--- config.mk ---
export PLATFORM = sky130hd
export DESIGN_NAME = rmeas_seq
export DESIGN_NICKNAME = d
export VERILOG_FILES = /design/src/rtl/rmeas_pkg.sv /design/src/rtl/rmeas_ctrl.sv /design/src/rtl/rmeas_clkgate.sv /design/src/rtl/rmeas_slope.sv /design/src/rtl/rmeas_avg.sv /design/src/rtl/rmeas_seq.sv
export SDC_FILE = /design/constraint.sdc
export NUM_CORES = 1
export LEC_CHECK = 0
export ABC_AREA = 1
export BUFFER_PORTS_ARGS = -buffer_cell sky130_fd_sc_hd__buf_2
export CAP_MARGIN = 20
export CORE_UTILIZATION = 60
export DETAILED_ROUTE_END_ITERATION = 8
export PLACE_DENSITY_LB_ADDON = 0.25
export RECOVER_POWER = 50
export SYNTH_ARGS = -nofsm -noshare
export SYNTH_HDL_FRONTEND = slang
export SYNTH_HIERARCHICAL = 1
export SYNTH_SLANG_ARGS = --single-unit
--- constraint.sdc ---
create_clock -name clk -period 5.2 [get_ports clk]
set_clock_uncertainty 0.1 [all_clocks]
set_input_delay 1.04 -clock clk [delete_from_list [all_inputs] [get_ports clk]]
set_output_delay 1.04 -clock clk [all_outputs]
set_load 0.1 [all_outputs]
--- src/rtl/rmeas_pkg.sv ---
package rmeas_pkg;

  typedef enum logic [1:0] {
    ST_IDLE  = 2'd0,
    ST_RST   = 2'd1,
    ST_INTEG = 2'd2
  } rmeas_state_t;

  // legal range codes are exactly one bit set
  function automatic logic range_legal(input logic [2:0] code);
    return (code == 3'b001) || (code == 3'b010) || (code == 3'b100);
  endfunction

  // code usable for slope: not within margin of either rail
  function automatic logic in_window(input int code, input int margin, input int maxc);
    return (code >= margin) && (code <= (maxc - margin));
  endfunction

endpackage

--- src/rtl/rmeas_ctrl.sv ---
module rmeas_ctrl
  import rmeas_pkg::*;
#(
  parameter int RST_CYCLES  = 4,
  parameter int RAMP_CYCLES = 40,
  parameter int RAMPS_LOG2  = 7
) (
  input  logic       clk,
  input  logic       rst_n,
  input  logic       start,
  input  logic [2:0] range_sel,
  output logic [2:0] range_q,
  output logic       range_err,
  output logic       busy,
  output logic       integ,
  output logic       integ_nx,
  output logic       ramp_done,
  output logic       last_ramp,
  output logic       clr
);

  localparam int PH_MAX = (RST_CYCLES > RAMP_CYCLES) ? RST_CYCLES : RAMP_CYCLES;
  localparam int PH_W   = (PH_MAX > 1) ? $clog2(PH_MAX) : 1;

  rmeas_state_t          state, state_nx;
  logic [PH_W-1:0]       ph;
  logic [RAMPS_LOG2-1:0] ridx;
  logic                  legal;
  logic                  rst_end;

  assign legal     = range_legal(range_sel);
  assign integ     = (state == ST_INTEG);
  assign busy      = (state != ST_IDLE);
  assign rst_end   = (state == ST_RST) && (ph == PH_W'(RST_CYCLES - 1));
  assign ramp_done = integ && (ph == PH_W'(RAMP_CYCLES - 1));
  assign last_ramp = ramp_done && (ridx == {RAMPS_LOG2{1'b1}});
  assign clr       = (state == ST_IDLE) && start && legal;
  assign integ_nx  = (state_nx == ST_INTEG);

  always_comb begin
    state_nx = state;
    unique case (state)
      ST_IDLE:  if (clr) state_nx = ST_RST;
      ST_RST:   if (rst_end) state_nx = ST_INTEG;
      ST_INTEG: if (ramp_done) state_nx = last_ramp ? ST_IDLE : ST_RST;
      default:  state_nx = ST_IDLE;
    endcase
  end

  always_ff @(posedge clk or negedge rst_n) begin
    if (!rst_n) begin
      state     <= ST_IDLE;
      ph        <= '0;
      ridx      <= '0;
      range_q   <= 3'b001;
      range_err <= 1'b0;
    end else begin
      state <= state_nx;
      unique case (state)
        ST_IDLE: begin
          ph   <= '0;
          ridx <= '0;
          if (start) begin
            if (legal) begin
              range_q   <= range_sel;
              range_err <= 1'b0;
            end else begin
              range_err <= 1'b1;
            end
          end
        end
        ST_RST: ph <= rst_end ? '0 : ph + 1'b1;
        ST_INTEG: begin
          if (ramp_done) begin
            ph   <= '0;
            ridx <= ridx + 1'b1;
          end else begin
            ph <= ph + 1'b1;
          end
        end
        default: ph <= '0;
      endcase
    end
  end


  illegal_start_chk: assert property (@(posedge clk) disable iff (!rst_n)
    (state == ST_IDLE && start && !legal) |=> (range_err && state == ST_IDLE));


  busy_start_chk: assert property (@(posedge clk) disable iff (!rst_n)
    (busy && start) |=> $stable(range_q));


  phase_bound_chk: assert property (@(posedge clk) disable iff (!rst_n)
    integ |-> (ph < PH_W'(RAMP_CYCLES)));


  active_onehot_chk: assert property (@(posedge clk) disable iff (!rst_n)
    busy |-> $onehot(range_q));

endmodule

--- src/rtl/rmeas_clkgate.sv ---
module rmeas_clkgate (
  input  logic clk,
  input  logic rst_n,
  input  logic integ,
  input  logic integ_nx,
  output logic adc_clk
);

  always_ff @(posedge clk or negedge rst_n) begin
    if (!rst_n) adc_clk <= 1'b0;
    else        adc_clk <= integ_nx ? ~adc_clk : 1'b0;
  end


  gate_low_chk: assert property (@(posedge clk) disable iff (!rst_n)
    !integ |-> !adc_clk);


  gate_toggle_chk: assert property (@(posedge clk) disable iff (!rst_n)
    (integ && $past(integ)) |-> (adc_clk != $past(adc_clk)));

endmodule

--- src/rtl/rmeas_slope.sv ---
module rmeas_slope
  import rmeas_pkg::*;
#(
  parameter int CODE_W      = 10,
  parameter int RAIL_MARGIN = 32,
  parameter int RS_W        = 17
) (
  input  logic                   clk,
  input  logic                   rst_n,
  input  logic                   integ,
  input  logic                   ramp_done,
  input  logic                   smp_valid,
  input  logic [CODE_W-1:0]      smp_code,
  output logic signed [RS_W-1:0] ramp_total
);

  localparam int MAX_CODE = (1 << CODE_W) - 1;

  logic [CODE_W-1:0]      prev_q;
  logic                   have_prev;
  logic signed [RS_W-1:0] ramp_sum;
  logic                   win_ok;
  logic                   take;
  logic                   take_diff;
  logic signed [CODE_W:0] diff;
  logic signed [RS_W-1:0] diff_ext;

  assign win_ok    = in_window(int'(smp_code), RAIL_MARGIN, MAX_CODE);
  assign take      = integ && smp_valid && win_ok;
  assign take_diff = take && have_prev;
  assign diff      = $signed({1'b0, smp_code}) - $signed({1'b0, prev_q});
  assign diff_ext  = {{(RS_W-CODE_W-1){diff[CODE_W]}}, diff};
  assign ramp_total = ramp_sum + (take_diff ? diff_ext : '0);

  always_ff @(posedge clk or negedge rst_n) begin
    if (!rst_n) begin
      prev_q    <= '0;
      have_prev <= 1'b0;
      ramp_sum  <= '0;
    end else begin
      if (take) prev_q <= smp_code;
      if (!integ || ramp_done) begin
        have_prev <= 1'b0;
        ramp_sum  <= '0;
      end else begin
        ramp_sum <= ramp_total;
        if (take) have_prev <= 1'b1;
      end
    end
  end


  idle_sum_chk: assert property (@(posedge clk) disable iff (!rst_n)
    !integ |-> (ramp_sum == '0 && !have_prev));


  reject_chk: assert property (@(posedge clk) disable iff (!rst_n)
    (integ && smp_valid && !win_ok && !ramp_done) |=> ($stable(prev_q) && $stable(ramp_sum)));

endmodule

--- src/rtl/rmeas_avg.sv ---
module rmeas_avg #(
  parameter int RS_W       = 17,
  parameter int RAMPS_LOG2 = 7
) (
  input  logic                   clk,
  input  logic                   rst_n,
  input  logic                   clr,
  input  logic                   ramp_done,
  input  logic                   last_ramp,
  input  logic signed [RS_W-1:0] ramp_total,
  input  logic [2:0]             range_in,
  output logic                   res_valid,
  output logic signed [RS_W-1:0] res_slope,
  output logic [2:0]             res_range
);

  localparam int ACC_W = RS_W + RAMPS_LOG2;

  logic signed [ACC_W-1:0] acc;
  logic signed [ACC_W-1:0] sum_nx;

  assign sum_nx = acc + {{RAMPS_LOG2{ramp_total[RS_W-1]}}, ramp_total};

  always_ff @(posedge clk or negedge rst_n) begin
    if (!rst_n) begin
      acc       <= '0;
      res_valid <= 1'b0;
      res_slope <= '0;
      res_range <= 3'b000;
    end else begin
      res_valid <= 1'b0;
      if (clr) begin
        acc <= '0;
      end else if (ramp_done) begin
        if (last_ramp) begin
          acc       <= '0;
          res_slope <= sum_nx[ACC_W-1:RAMPS_LOG2];
          res_range <= range_in;
          res_valid <= 1'b1;
        end else begin
          acc <= sum_nx;
        end
      end
    end
  end


  acc_hold_chk: assert property (@(posedge clk) disable iff (!rst_n)
    !(clr || ramp_done) |=> $stable(acc));


  pulse_chk: assert property (@(posedge clk) disable iff (!rst_n)
    res_valid |=> !res_valid);


  res_hold_chk: assert property (@(posedge clk) disable iff (!rst_n)
    !res_valid |-> ($stable(res_slope) && $stable(res_range)));

endmodule

--- src/rtl/rmeas_seq.sv ---
module rmeas_seq #(
  parameter int CODE_W      = 10,
  parameter int RST_CYCLES  = 4,
  parameter int RAMP_CYCLES = 40,
  parameter int RAMPS_LOG2  = 7,
  parameter int RAIL_MARGIN = 32
) (
  input  logic                                           clk,
  input  logic                                           rst_n,
  input  logic                                           start,
  input  logic [2:0]                                     range_sel,
  input  logic                                           smp_valid,
  input  logic [CODE_W-1:0]                              smp_code,
  output logic [2:0]                                     range_oh,
  output logic                                           int_rst,
  output logic                                           adc_clk,
  output logic                                           busy,
  output logic                                           range_err,
  output logic                                           res_valid,
  output logic signed [CODE_W+$clog2(RAMP_CYCLES+1):0]   res_slope,
  output logic [2:0]                                     res_range
);

  localparam int RS_W = CODE_W + 1 + $clog2(RAMP_CYCLES + 1);

  logic                   integ, integ_nx, ramp_done, last_ramp, clr;
  logic signed [RS_W-1:0] ramp_total;

  rmeas_ctrl #(
    .RST_CYCLES (RST_CYCLES),
    .RAMP_CYCLES(RAMP_CYCLES),
    .RAMPS_LOG2 (RAMPS_LOG2)
  ) u_ctrl (
    .clk      (clk),
    .rst_n    (rst_n),
    .start    (start),
    .range_sel(range_sel),
    .range_q  (range_oh),
    .range_err(range_err),
    .busy     (busy),
    .integ    (integ),
    .integ_nx (integ_nx),
    .ramp_done(ramp_done),
    .last_ramp(last_ramp),
    .clr      (clr)
  );

  rmeas_clkgate u_gate (
    .clk     (clk),
    .rst_n   (rst_n),
    .integ   (integ),
    .integ_nx(integ_nx),
    .adc_clk (adc_clk)
  );

  rmeas_slope #(
    .CODE_W     (CODE_W),
    .RAIL_MARGIN(RAIL_MARGIN),
    .RS_W       (RS_W)
  ) u_slope (
    .clk       (clk),
    .rst_n     (rst_n),
    .integ     (integ),
    .ramp_done (ramp_done),
    .smp_valid (smp_valid),
    .smp_code  (smp_code),
    .ramp_total(ramp_total)
  );

  rmeas_avg #(
    .RS_W      (RS_W),
    .RAMPS_LOG2(RAMPS_LOG2)
  ) u_avg (
    .clk       (clk),
    .rst_n     (rst_n),
    .clr       (clr),
    .ramp_done (ramp_done),
    .last_ramp (last_ramp),
    .ramp_total(ramp_total),
    .range_in  (range_oh),
    .res_valid (res_valid),
    .res_slope (res_slope),
    .res_range (res_range)
  );

  assign int_rst = !integ;


  result_timing_chk: assert property (@(posedge clk) disable iff (!rst_n)
    res_valid |-> (!busy && int_rst && !$past(int_rst)));

endmodule

# After elaboration in Yosys (flattened, before gate mapping)
# Cells that the tools add are included.
# W data, S select, Z words.
[word_totals]
register_bits = 93
inputBits = 17
output_inout_bits = 28
elab_cells = 76
[op_classes]
reduce_logical = 22
bitwise_logic = 2
n_addsub = 5
muxes = 22
n_eq_ne = 10
order_cmp = 2
[op_table]
columns = ["op", "count"]
rows = [
  ["$mux W24", 3],
  ["$mux W17", 2],
  ["$add A24 B24 Y24", 1],
  ["$add A17 B17 Y17", 1],
  ["$pmux W7 S2", 1],
  ["$mux W6", 2],
  ["$pmux W6 S2", 1],
  ["$sub A10 B10 Y11", 1],
  ["$ge A10 B6 Y1 const B", 1],
  ["$le A10 B10 Y1 const B", 1],
  ["$logic_and A1 B1 Y1", 9],
  ["$mux W1", 8],
  ["$reduce_bool A2 Y1", 4],
  ["$add A7 B1 Y7 const B", 1],
  ["$eq A7 B7 Y1 const B", 1],
  ["$mux W7", 1],
  ["$add A6 B1 Y6 const B", 1],
  ["$eq A6 B2 Y1 const B", 1],
  ["$eq A6 B6 Y1 const B", 1],
  ["$mux W2", 3],
  ["$pmux W2 S3", 1],
  ["$reduce_and A3 Y1", 2],
  ["$eq A2 B2 Y1 const B", 2],
  ["$reduce_and A2 Y1", 2],
  ["9 further kinds", 12],
]

# Longest topological paths before layout
# Gate-level depths: netlist of the first run.
[depth]
depth_word = 10
ltp_mapped = 35
ltp_nobuf = 35

# Modules after synthesis
# The synthesis of the first run kept the hierarchy.
[by_module_without_submodules]
columns = ["mod", "seq_area_each_um2", "n_inst", "area_each_um2", "cells_each"]
rows = [
  ["rmeas_avg", 1126.1, 1, 3398.3, 525],
  ["rmeas_slope", 700.7, 1, 2501.1, 360],
  ["rmeas_ctrl", 476.7, 1, 1073.5, 136],
  ["rmeas_clkgate", 25.0, 1, 35.0, 3],
  ["rmeas_seq", 0.0, 1, 3.8, 1],
]

# Least setup slack after synthesis of the first run
# No wires, ideal clock.
[synth_timing]
kind = "input port to flip-flop"
startpoint = "in smp_code[0]"
endpoint = "reg u_avg.res_slope[14]"
path_slack_ps = 531
required_time_ps = 4980
path_buffers = 0
t_arrival_ps = 4449
setup_ps = 120
stages = 30
path_cell_list = "inv_1 -> ha_1 -> inv_1 -> fa_1 -> nand3_1 -> nand3_1 -> nand2_1 -> nand2_1 -> a31oi_1 -> nand2_1 -> nand2_1 -> nor2_1 -> ha_1 -> nand2_2 -> inv_2 -> and3_1 -> a21oi_1 -> nand3_1 -> nand2_1 -> inv_1 -> ha_1 -> nand2_1 -> nor2_1 -> nand2_1 -> nor2_1 -> nand2_1 -> nand4_1 -> nand2_1 -> nand2_1 -> nand2_1"
[synth_via]
elab_chain_cells = 7
word_cells_on_any_way = 9
cone_classes = "add/sub (3); order compare (2); mux (1); reduce/logical (3)"
[synth_rtl]
columns = ["element", "line", "source"]
rows = [
  ["start, declared", "rmeas_seq.sv:13", "input logic [CODE_W-1:0] smp_code,"],
  ["$ge A10 B6 Y1 / $le A10 B10 Y1 (equally long branches)", "rmeas_pkg.sv:16", "return (code >= margin) && (code <= (maxc - margin));"],
  ["$logic_and A1 B1 Y1", "rmeas_pkg.sv:16", ""],
  ["$logic_and A1 B1 Y1", "rmeas_slope.sv:29", "assign take = integ && smp_valid && win_ok;"],
  ["$logic_and A1 B1 Y1", "rmeas_slope.sv:30", "assign take_diff = take && have_prev;"],
  ["$mux W17 *", "rmeas_slope.sv:33", "assign ramp_total = ramp_sum + (take_diff ? diff_ext : '0);"],
  ["$add A17 B17 Y17 *", "rmeas_slope.sv:33", ""],
  ["named net ramp_total[16]", "rmeas_seq.sv:27", "logic signed [RS_W-1:0] ramp_total;"],
  ["$add A24 B24 Y24 *", "rmeas_avg.sv:22", "assign sum_nx = acc + {{RAMPS_LOG2{ramp_total[RS_W-1]}}, ramp_total};"],
  ["end signal, assigned", "rmeas_avg.sv:37", "res_slope <= sum_nx[ACC_W-1:RAMPS_LOG2];"],
  ["end, declared", "rmeas_avg.sv:13", "output logic signed [RS_W-1:0] res_slope,"],
]
# Mark *: on every way through the listed nets, which the timed path passes. The rest lies on a longest branch.
# A chain may end at the register's enable or synchronous reset.

# Worst setup path after layout of the first run
[layout_timing]
startpoint = "in smp_code[0]"
endpoint = "reg u_avg.acc[20]"
[layout_via]
elab_chain_cells = 10
word_cells_on_any_way = 12
cone_classes = "add/sub (3); order compare (2); mux (4); reduce/logical (3)"
[layout_rtl]
columns = ["element", "line", "source"]
rows = [
  ["$ge A10 B6 Y1 / $le A10 B10 Y1 (equally long branches)", "rmeas_pkg.sv:16", ""],
  ["$logic_and A1 B1 Y1", "rmeas_pkg.sv:16", ""],
  ["$logic_and A1 B1 Y1", "rmeas_slope.sv:29", ""],
  ["$logic_and A1 B1 Y1", "rmeas_slope.sv:30", ""],
  ["$mux W17 *", "rmeas_slope.sv:33", ""],
  ["$add A17 B17 Y17 *", "rmeas_slope.sv:33", ""],
  ["named net ramp_total[16]", "rmeas_seq.sv:27", ""],
  ["$add A24 B24 Y24 *", "rmeas_avg.sv:22", ""],
  ["$mux W24 *", "rmeas_avg.sv:35", "if (last_ramp) begin"],
  ["$mux W24 *", "rmeas_avg.sv:34", "end else if (ramp_done) begin"],
  ["$mux W24 *", "rmeas_avg.sv:32", "if (clr) begin"],
  ["end signal, assigned", "rmeas_avg.sv:41", "acc <= sum_nx;"],
  ["end, declared", "rmeas_avg.sv:19", "logic signed [ACC_W-1:0] acc;"],
]
# Mark *: on every way through the listed nets, which the timed path passes. The rest lies on a longest branch. The select of a mux whose other input is x is not followed.

==> impl_metrics.py, run 1 <==
metrics = {
    "global_routing": {
        "grt_pass1_wl_um": 27200,
        "antenna_found_initial": 0,
        "grt_usage_pct": 28.9,
        "overflow": 0,
        "grt_pass1_vias": 6056,
        "grt_max_degree": 56,
    },
    "die": {
        "initial_core_util_pct": 61.4,
        "ios": 45,
        "dieArea_um2": 12100,
        "die-width_um": 110,
        "die_h_um": 110,
        "coreArea_um2": 11400,
        "placementRows": 39,
    },
    "sta": {
        "hold_violations": 0,
        "timing.final.ws_setup_ns": 0.251,
        "fmax_mhz": 202,
        "min_period_ns": 4.95,
        "final.setup.tns_ns": 0,
        "slew_headroom_pct": -101,
        "final-setup-viol-count": 0,
        "drv_slew": 56,
        "tightest_slew_ns": 3.02,
        "finalCritPeriodShare_pct": 95.2,
    },
    "setup_path": {
        "cp_top_family": "simple AND/OR/NAND/NOR gates",
        "crit_top_cell": "nand2_1",
        "cp.buffers_inverters": 8,
        "r2r_slack_ns": 0.64,
        "critPathArrivalTime_ns": 5.07,
        "cpPeakStageDelay_ns": 0.37,
        "cp.required_ns": 5.33,
        "critPathLaunchType": "input pin",
        "critical_path.slowest_cell": "ha_1",
        "reg2reg_to": "u_avg/acc[9]$_DFFE_PN0P_",
        "end_kind": "register",
        "startpoint": "smp_code[0]",
        "reg2reg_from": "u_ctrl/state[0]$_DFF_PN0_",
        "r2r_cells": 27,
        "path_class": "input pin to register",
        "worstPathMaxFanout": 6,
    },
    "yosys": {
        "synth_common_cells": "nand2_1 (342), inv_1 (155), dfrtp_1 (92), nor2_1 (92), nand3_1 (71)",
        "async_flop_share_pct": 100,
        "synth_top_cell_by_area": "dfrtp_1",
        "synth_seq_cells": 93,
        "ys_seq_area_share_pct": 33.2,
        "synth_top_area_share_pct": 32.8,
        "yosysMostFrequentCell": "nand2_1",
        "synth.avg_cell_area_um2": 6.84,
        "ys_warn_count": 6,
        "ys_top_cells_by_area": "dfrtp_1 (33%), nand2_1 (18%), ha_1 (9.8%)",
        "synth_cells": 1025,
        "synth.cell_area_um2": 7010,
        "synth-edff-count": 0,
        "mappedNetlistNets": 1100,
        "ys.flop_type": "dfrtp_1",
        "ys_types": 43,
    },
    "min_path": {
        "whs_endpoint": "u_gate/adc_clk$_DFF_PN0_",
        "hold_start": "u_gate/adc_clk$_DFF_PN0_",
        "hold_class": "register to register",
        "min_path_cells": 1,
    },
    "clock_network": {
        "cts_root_buffer": "clkbuf_16",
        "cts.sinks": 93,
        "clk_pin_slew_ns": 0.06,
        "cts_made_buffers": 9,
        "cts_max_level": 3,
        "cts_tree": "built",
        "clk_path_buf_depth": 2,
        "clock_latency_ns": 0.34,
        "cts_hold_buffers": 0,
    },
    "status": {
        "status": "complete, but fails checks",
        "violations": "max-capacitance violations, max-slew violations",
    },
    "route": {
        "vias": 6544,
        "dr.pass1.iters": 5,
        "wl_per_cell_um": 13.2,
        "detail_route.iter0.violations": 446,
        "remaining_drc_errors": 0,
        "drt-total-wl_um": 16500,
        "viasPerCell": 5.23,
        "ant_nets": 0,
    },
    "pwr": {
        "netSwitchingFraction_pct": 40.3,
        "power.share.clock_pct": 21.3,
        "seqPwrFrac_pct": 32.9,
        "intPower_w": 0.00165,
        "powerDensity_nw_per_um2": 342,
        "power.switching_w": 0.00111,
        "combPwrFrac_pct": 45.8,
        "p_leak_nw": 4.70,
        "vdd_ir_drop_max_uv": 378,
    },
    "cells_and_area": {
        "area_growth_pct": 15.3,
        "instances_no_fill": 1252,
        "diodes": 0,
        "layout-drive-gt1-share_pct": 16.7,
        "nets": 1180,
    },
    "place": {
        "dp.cells": 1228,
        "dp_hpwl_um": 12200,
        "place_congestion": 0.959,
        "port-buffer-count": 44,
        "dp_slack_ns": -0.126,
    },
    "run": {
        "maxCapViolations": 1,
    },
}
-- worst reg2reg max path, delay by kind of cell (launching register included) --
family | cells | cell delay (ns)
flip-flops | 1 | 0.42
buffers and inverters | 6 | 0.70
XOR/XNOR | 1 | 0.23
AO/OA/AOI/OAI | 3 | 0.40
AND/OR/NAND/NOR | 14 | 1.70
adder cells (fa/ha/maj) | 3 | 0.91
-- stage by stage --
stage	power (W)	cell area [µm²]	hold slack (ns)	utilization [%]
2_1_floorplan	0.00173	7010	0.332	-
3_3_place_gp	0.00202	7570	0.323	66.3
3_5_place_dp	0.00204	7570	0.322	66.3
4_1_cts	0.00264	7830	0.337	68.6
5_1_grt	0.00298	8090	0.348	70.8
6_report	0.00277	8090	0.332	70.8
-- cells in the final DEF, fill, tap and decap left out, types with 10 or more instances in the layout --
cell type / n
a21oi_1: 43
buf_2: 43
buf_4: 29
dfrtp_1: 92
ha_1: 45
inv_1: 155
nand2_1: 335
nand2_2: 28
nand3_1: 70
nand3b_1: 10
nand4_1: 11
nor2_1: 87
nor2_2: 17
o21ai_0: 24
xor2_1: 11
-- layout make-up --
type | instances | area (µm²)
Inverter | 166 | 627
Fill cell | 951 | 3330
Tap cell | 143 | 179
Clock buffer | 11 | 233
Clock inverter | 4 | 26.3
Sequential cell | 93 | 2330
Timing Repair Buffer | 79 | 499
Multi-Input combinational cell | 756 | 4200
-- power groups by stage --
stage / clock network, W / registers [W] / logic [W]
2_1_floorplan: 0 / 0.000885 / 0.000848
3_3_place_gp: 0 / 0.000900 / 0.00112
3_5_place_dp: 0 / 0.000904 / 0.00113
4_1_cts: 0.000608 / 0.000893 / 0.00114
5_1_grt: 0.000633 / 0.000921 / 0.00142
6_report: 0.000589 / 0.000910 / 0.00127
-- metal layers --
metal  up-vias  wire length, µm  global-route usage, %
li1       3361                -                      -
met1      2974             7720                   39.2
met2       183             7470                   46.8
met3        26              969                   4.94
met4         0              331                   9.77
met5         -                0                   1.34
-- what timing repair did --
action	in CTS	in global routing
hold endpoints to repair	0	0
setup endpoints to repair	0	21
setup buffers	0	9
gates resized for setup	0	43
-- kinds of logic (layout without fill, tap and decap cells) --
group	Yosys count	in the layout	share of synthesized area, %
flops	93	93	33.2
xor+xnor	20	20	2.50
buf+inv	176	260	9.51
fa+ha+maj	58	58	10.7
simple gates	586	586	36.7
compound gates	92	92	7.37
-- state kept, by name, indices dropped and copies added (netlist names), 2 cells and up --
signal	flops
u_slope/ramp_sum	17
u_avg/acc	24
u_ctrl/ph	6
u_ctrl/state	2
u_avg/res_slope	17
u_avg/res_range	3
u_ctrl/ridx	7
u_slope/prev_q	10
u_ctrl/range_q	3
-- worst max path at each step --
| stage | end | slack, ns | cells past startpoint |
|---|---|---|---|
| 2_1_floorplan | u_avg/res_slope[14]$_DFFE_PN0P_ | 0.53 | 30 |
| 3_3_place_gp | u_avg/acc[20]$_DFFE_PN0P_ | -0.11 | 31 |
| 3_5_place_dp | u_avg/acc[20]$_DFFE_PN0P_ | -0.13 | 31 |
| 4_1_cts | u_avg/acc[20]$_DFFE_PN0P_ | 0.20 | 31 |
| 5_1_grt | u_avg/acc[20]$_DFFE_PN0P_ | -0.03 | 34 |
| 6_report | u_avg/acc[20]$_DFFE_PN0P_ | 0.25 | 34 |
No activity file was read; power rests on OpenSTA's default activity.
==> run 2: changes to the inputs <==
--- a/config.mk
+++ b/config.mk
@@ -5,7 +5,7 @@
 export SDC_FILE = /design/constraint.sdc
 export NUM_CORES = 1
 export LEC_CHECK = 0
-export ABC_AREA = 1
+export ABC_AREA = 0
 export BUFFER_PORTS_ARGS = -buffer_cell sky130_fd_sc_hd__buf_2
 export CAP_MARGIN = 20
 export CORE_UTILIZATION = 60
==> impl_metrics.py, run 2 <==
metrics = {
    "global_routing": {
        "antenna_found_initial": 0,
        "overflow": 0,
        "grt_pass1_vias": 6075,
        "grt_pass1_wl_um": 27800,
        "grt_max_degree": 60,
        "grt_usage_pct": 32.2,
    },
    "route": {
        "remaining_drc_errors": 0,
        "detail_route.iter0.violations": 524,
        "vias": 6229,
        "dr.pass1.iters": 5,
        "wl_per_cell_um": 20.6,
        "viasPerCell": 6.29,
        "ant_nets": 0,
        "drt-total-wl_um": 20400,
    },
    "sta": {
        "tightest_slew_ns": 3.33,
        "hold_slack_ns": 0.374,
        "hold_violations": 0,
        "finalCritPeriodShare_pct": 108,
        "final-setup-viol-count": 23,
        "timing.final.ws_setup_ns": -0.392,
        "min_period_ns": 5.59,
        "drv_slew": 60,
        "slew_headroom_pct": -122,
        "fmax_mhz": 179,
        "rsz0062_at_grt": "true",
        "final.setup.tns_ns": -4.31,
    },
    "clock_network": {
        "cts_tree": "built",
        "clk_pin_slew_ns": 0.09,
        "clk_path_buf_depth": 2,
        "cts.sinks": 93,
        "cts_made_buffers": 9,
        "cts_hold_buffers": 0,
        "cts_max_level": 3,
        "cts_root_buffer": "clkbuf_8",
        "clock_latency_ns": 0.38,
    },
    "setup_path": {
        "cp.required_ns": 5.36,
        "path_class": "input pin to register",
        "critPathLaunchType": "input pin",
        "worstPathMaxFanout": 4,
        "r2r_slack_ns": -0.07,
        "end_kind": "register",
        "critPathArrivalTime_ns": 5.75,
    },
    "die": {
        "ios": 45,
        "die_h_um": 104,
        "initial_core_util_pct": 62.6,
        "coreArea_um2": 9910,
        "die-width_um": 104,
        "placementRows": 36,
        "dieArea_um2": 10700,
    },
    "yosys": {
        "mappedNetlistNets": 754,
        "synth_cells": 679,
        "synth_seq_cells": 93,
        "ys_types": 67,
        "ys_warn_count": 6,
        "synth-edff-count": 0,
        "synth.avg_cell_area_um2": 9.14,
        "ys.flop_type": "dfrtp_1",
        "synth_top_area_share_pct": 37.1,
        "synth_top_cell_by_area": "dfrtp_1",
        "ys_seq_area_share_pct": 37.5,
        "synth.cell_area_um2": 6200,
        "ys_top_cells_by_area": "dfrtp_1 (37%), ha_1 (11%), nand2_1 (5.5%)",
        "yosysMostFrequentCell": "dfrtp_1",
        "async_flop_share_pct": 100,
        "synth_common_cells": "dfrtp_1 (92), nand2_1 (91), ha_1 (55), a21oi_1 (49)",
    },
    "cells_and_area": {
        "final_common_cell": "buf_4",
        "layout-drive-gt1-share_pct": 36.4,
        "diodes": 0,
        "top_regs": "u_avg/acc (24), u_avg/res_slope (17), u_slope/ramp_sum (17)",
        "largest_reg_flops": 24,
        "final_cell_mix": "buf_4 (122), dfrtp_1 (92), nand2_1 (88), nor2_1 (44)",
        "top_register": "u_avg/acc",
        "area_growth_pct": 35.6,
        "final_util_pct": 84.9,
        "nets": 927,
    },
    "pwr": {
        "p_leak_nw": 4.21,
        "powerDensity_nw_per_um2": 379,
        "total_power_w": 0.00319,
        "vdd_ir_drop_max_uv": 296,
    },
    "min_path": {
        "hold_class": "register to register",
    },
    "place": {
        "dp_slack_ns": -0.649,
        "place_congestion": 0.972,
        "dp_hpwl_um": 12400,
        "port-buffer-count": 44,
    },
    "status": {
        "violations": "max-capacitance violations, max-slew violations, negative setup slack",
        "status": "complete, but fails checks",
    },
    "run": {
        "maxCapViolations": 1,
    },
}
-- run 2: layer usage --
layer  track usage (%)  vias up  share of wire, %
li1                  -     2747                 -
met1              38.4     2987                37
met2              58.0      376                50
met3              3.59      119               7.5
met4              15.7        0               5.7
met5                 0        -                 0
-- run 2: area by class of cell --
class                      instances  area, µm²
inverter                          31        129
multi-input combinational        536       4260
clock inverter                     7       78.8
fill                             490       1500
timing repair buffer             181       1330
tap                              133        166
clock buffer                       9        124
sequential                        93       2330
-- run 2: timing repair --
action | 4_1_cts | 5_1_grt
resized for setup | 36 | 73
setup buffers | 7 | 10
endpoints found under the setup margin | 24 | 28
pin swaps | 35 | 54
-- run 2: worst paths after layout --
| path | startpoint | to | cells after the start |
|---|---|---|---|
| max | smp_code[1] | u_avg/res_slope[16]$_DFFE_PN0P_ | 23 |
| min | u_ctrl/range_q[0]$_DFFE_PN1P_ | u_ctrl/range_q[0]$_DFFE_PN1P_ | 2 |
| max reg2reg | u_slope/prev_q[1]$_DFFE_PN0N_ | u_avg/res_slope[16]$_DFFE_PN0P_ | 23 |
| min reg2reg | u_ctrl/range_q[0]$_DFFE_PN1P_ | u_ctrl/range_q[0]$_DFFE_PN1P_ | 2 |
| max in group asynchronous | rst_n | u_avg/res_slope[16]$_DFFE_PN0P_ | 2 |
| min in group asynchronous | rst_n | u_slope/prev_q[7]$_DFFE_PN0N_ | 1 |
-- run 2: metrics by stage --
stage	instance area (µm²)	cells
after floorplan	6320	679
after global placement	7530	957
after detailed placement	7530	957
after CTS	7940	980
after global routing	8410	990
final	8410	990
-- run 2: critical path, cell delays in order --
cell	delay, ns
buf_2	0.11
ha_1	0.29
nor2b_1	0.15
o21ai_1	0.26
a21oi_1	0.18
o31ai_1	0.48
xor2_1	0.20
nor2_1	0.06
ha_1	0.29
o21a_1	0.17
o21a_1	0.16
o21ai_2	0.09
o21ba_4	0.26
xnor2_2	0.15
ha_1	0.32
buf_4	0.15
nand4_1	0.19
nor3_4	0.17
o211ai_2	0.19
a31oi_2	0.38
xnor2_2	0.19
xnor2_1	0.17
o21ai_1	0.10
-- run 2: logic make-up (layout without fill, tap and decap cells) --
family | after synthesis | count (layout) | share of synthesized area, %
compound gates | 193 | 193 | 20.4
xor+xnor | 49 | 49 | 7.16
fa+ha+maj | 58 | 58 | 12.1
buf+inv | 50 | 228 | 3.45
flops | 93 | 93 | 37.5
mux | 14 | 14 | 2.46
simple gates | 222 | 222 | 16.9
-- run 2: power breakdown --
part / switching [W] / internal, W
Combinational: 0.000912 / 0.000827
Clock: 0.000290 / 0.000230
Sequential: 0.000104 / 0.000828
Total: 0.00131 / 0.00188
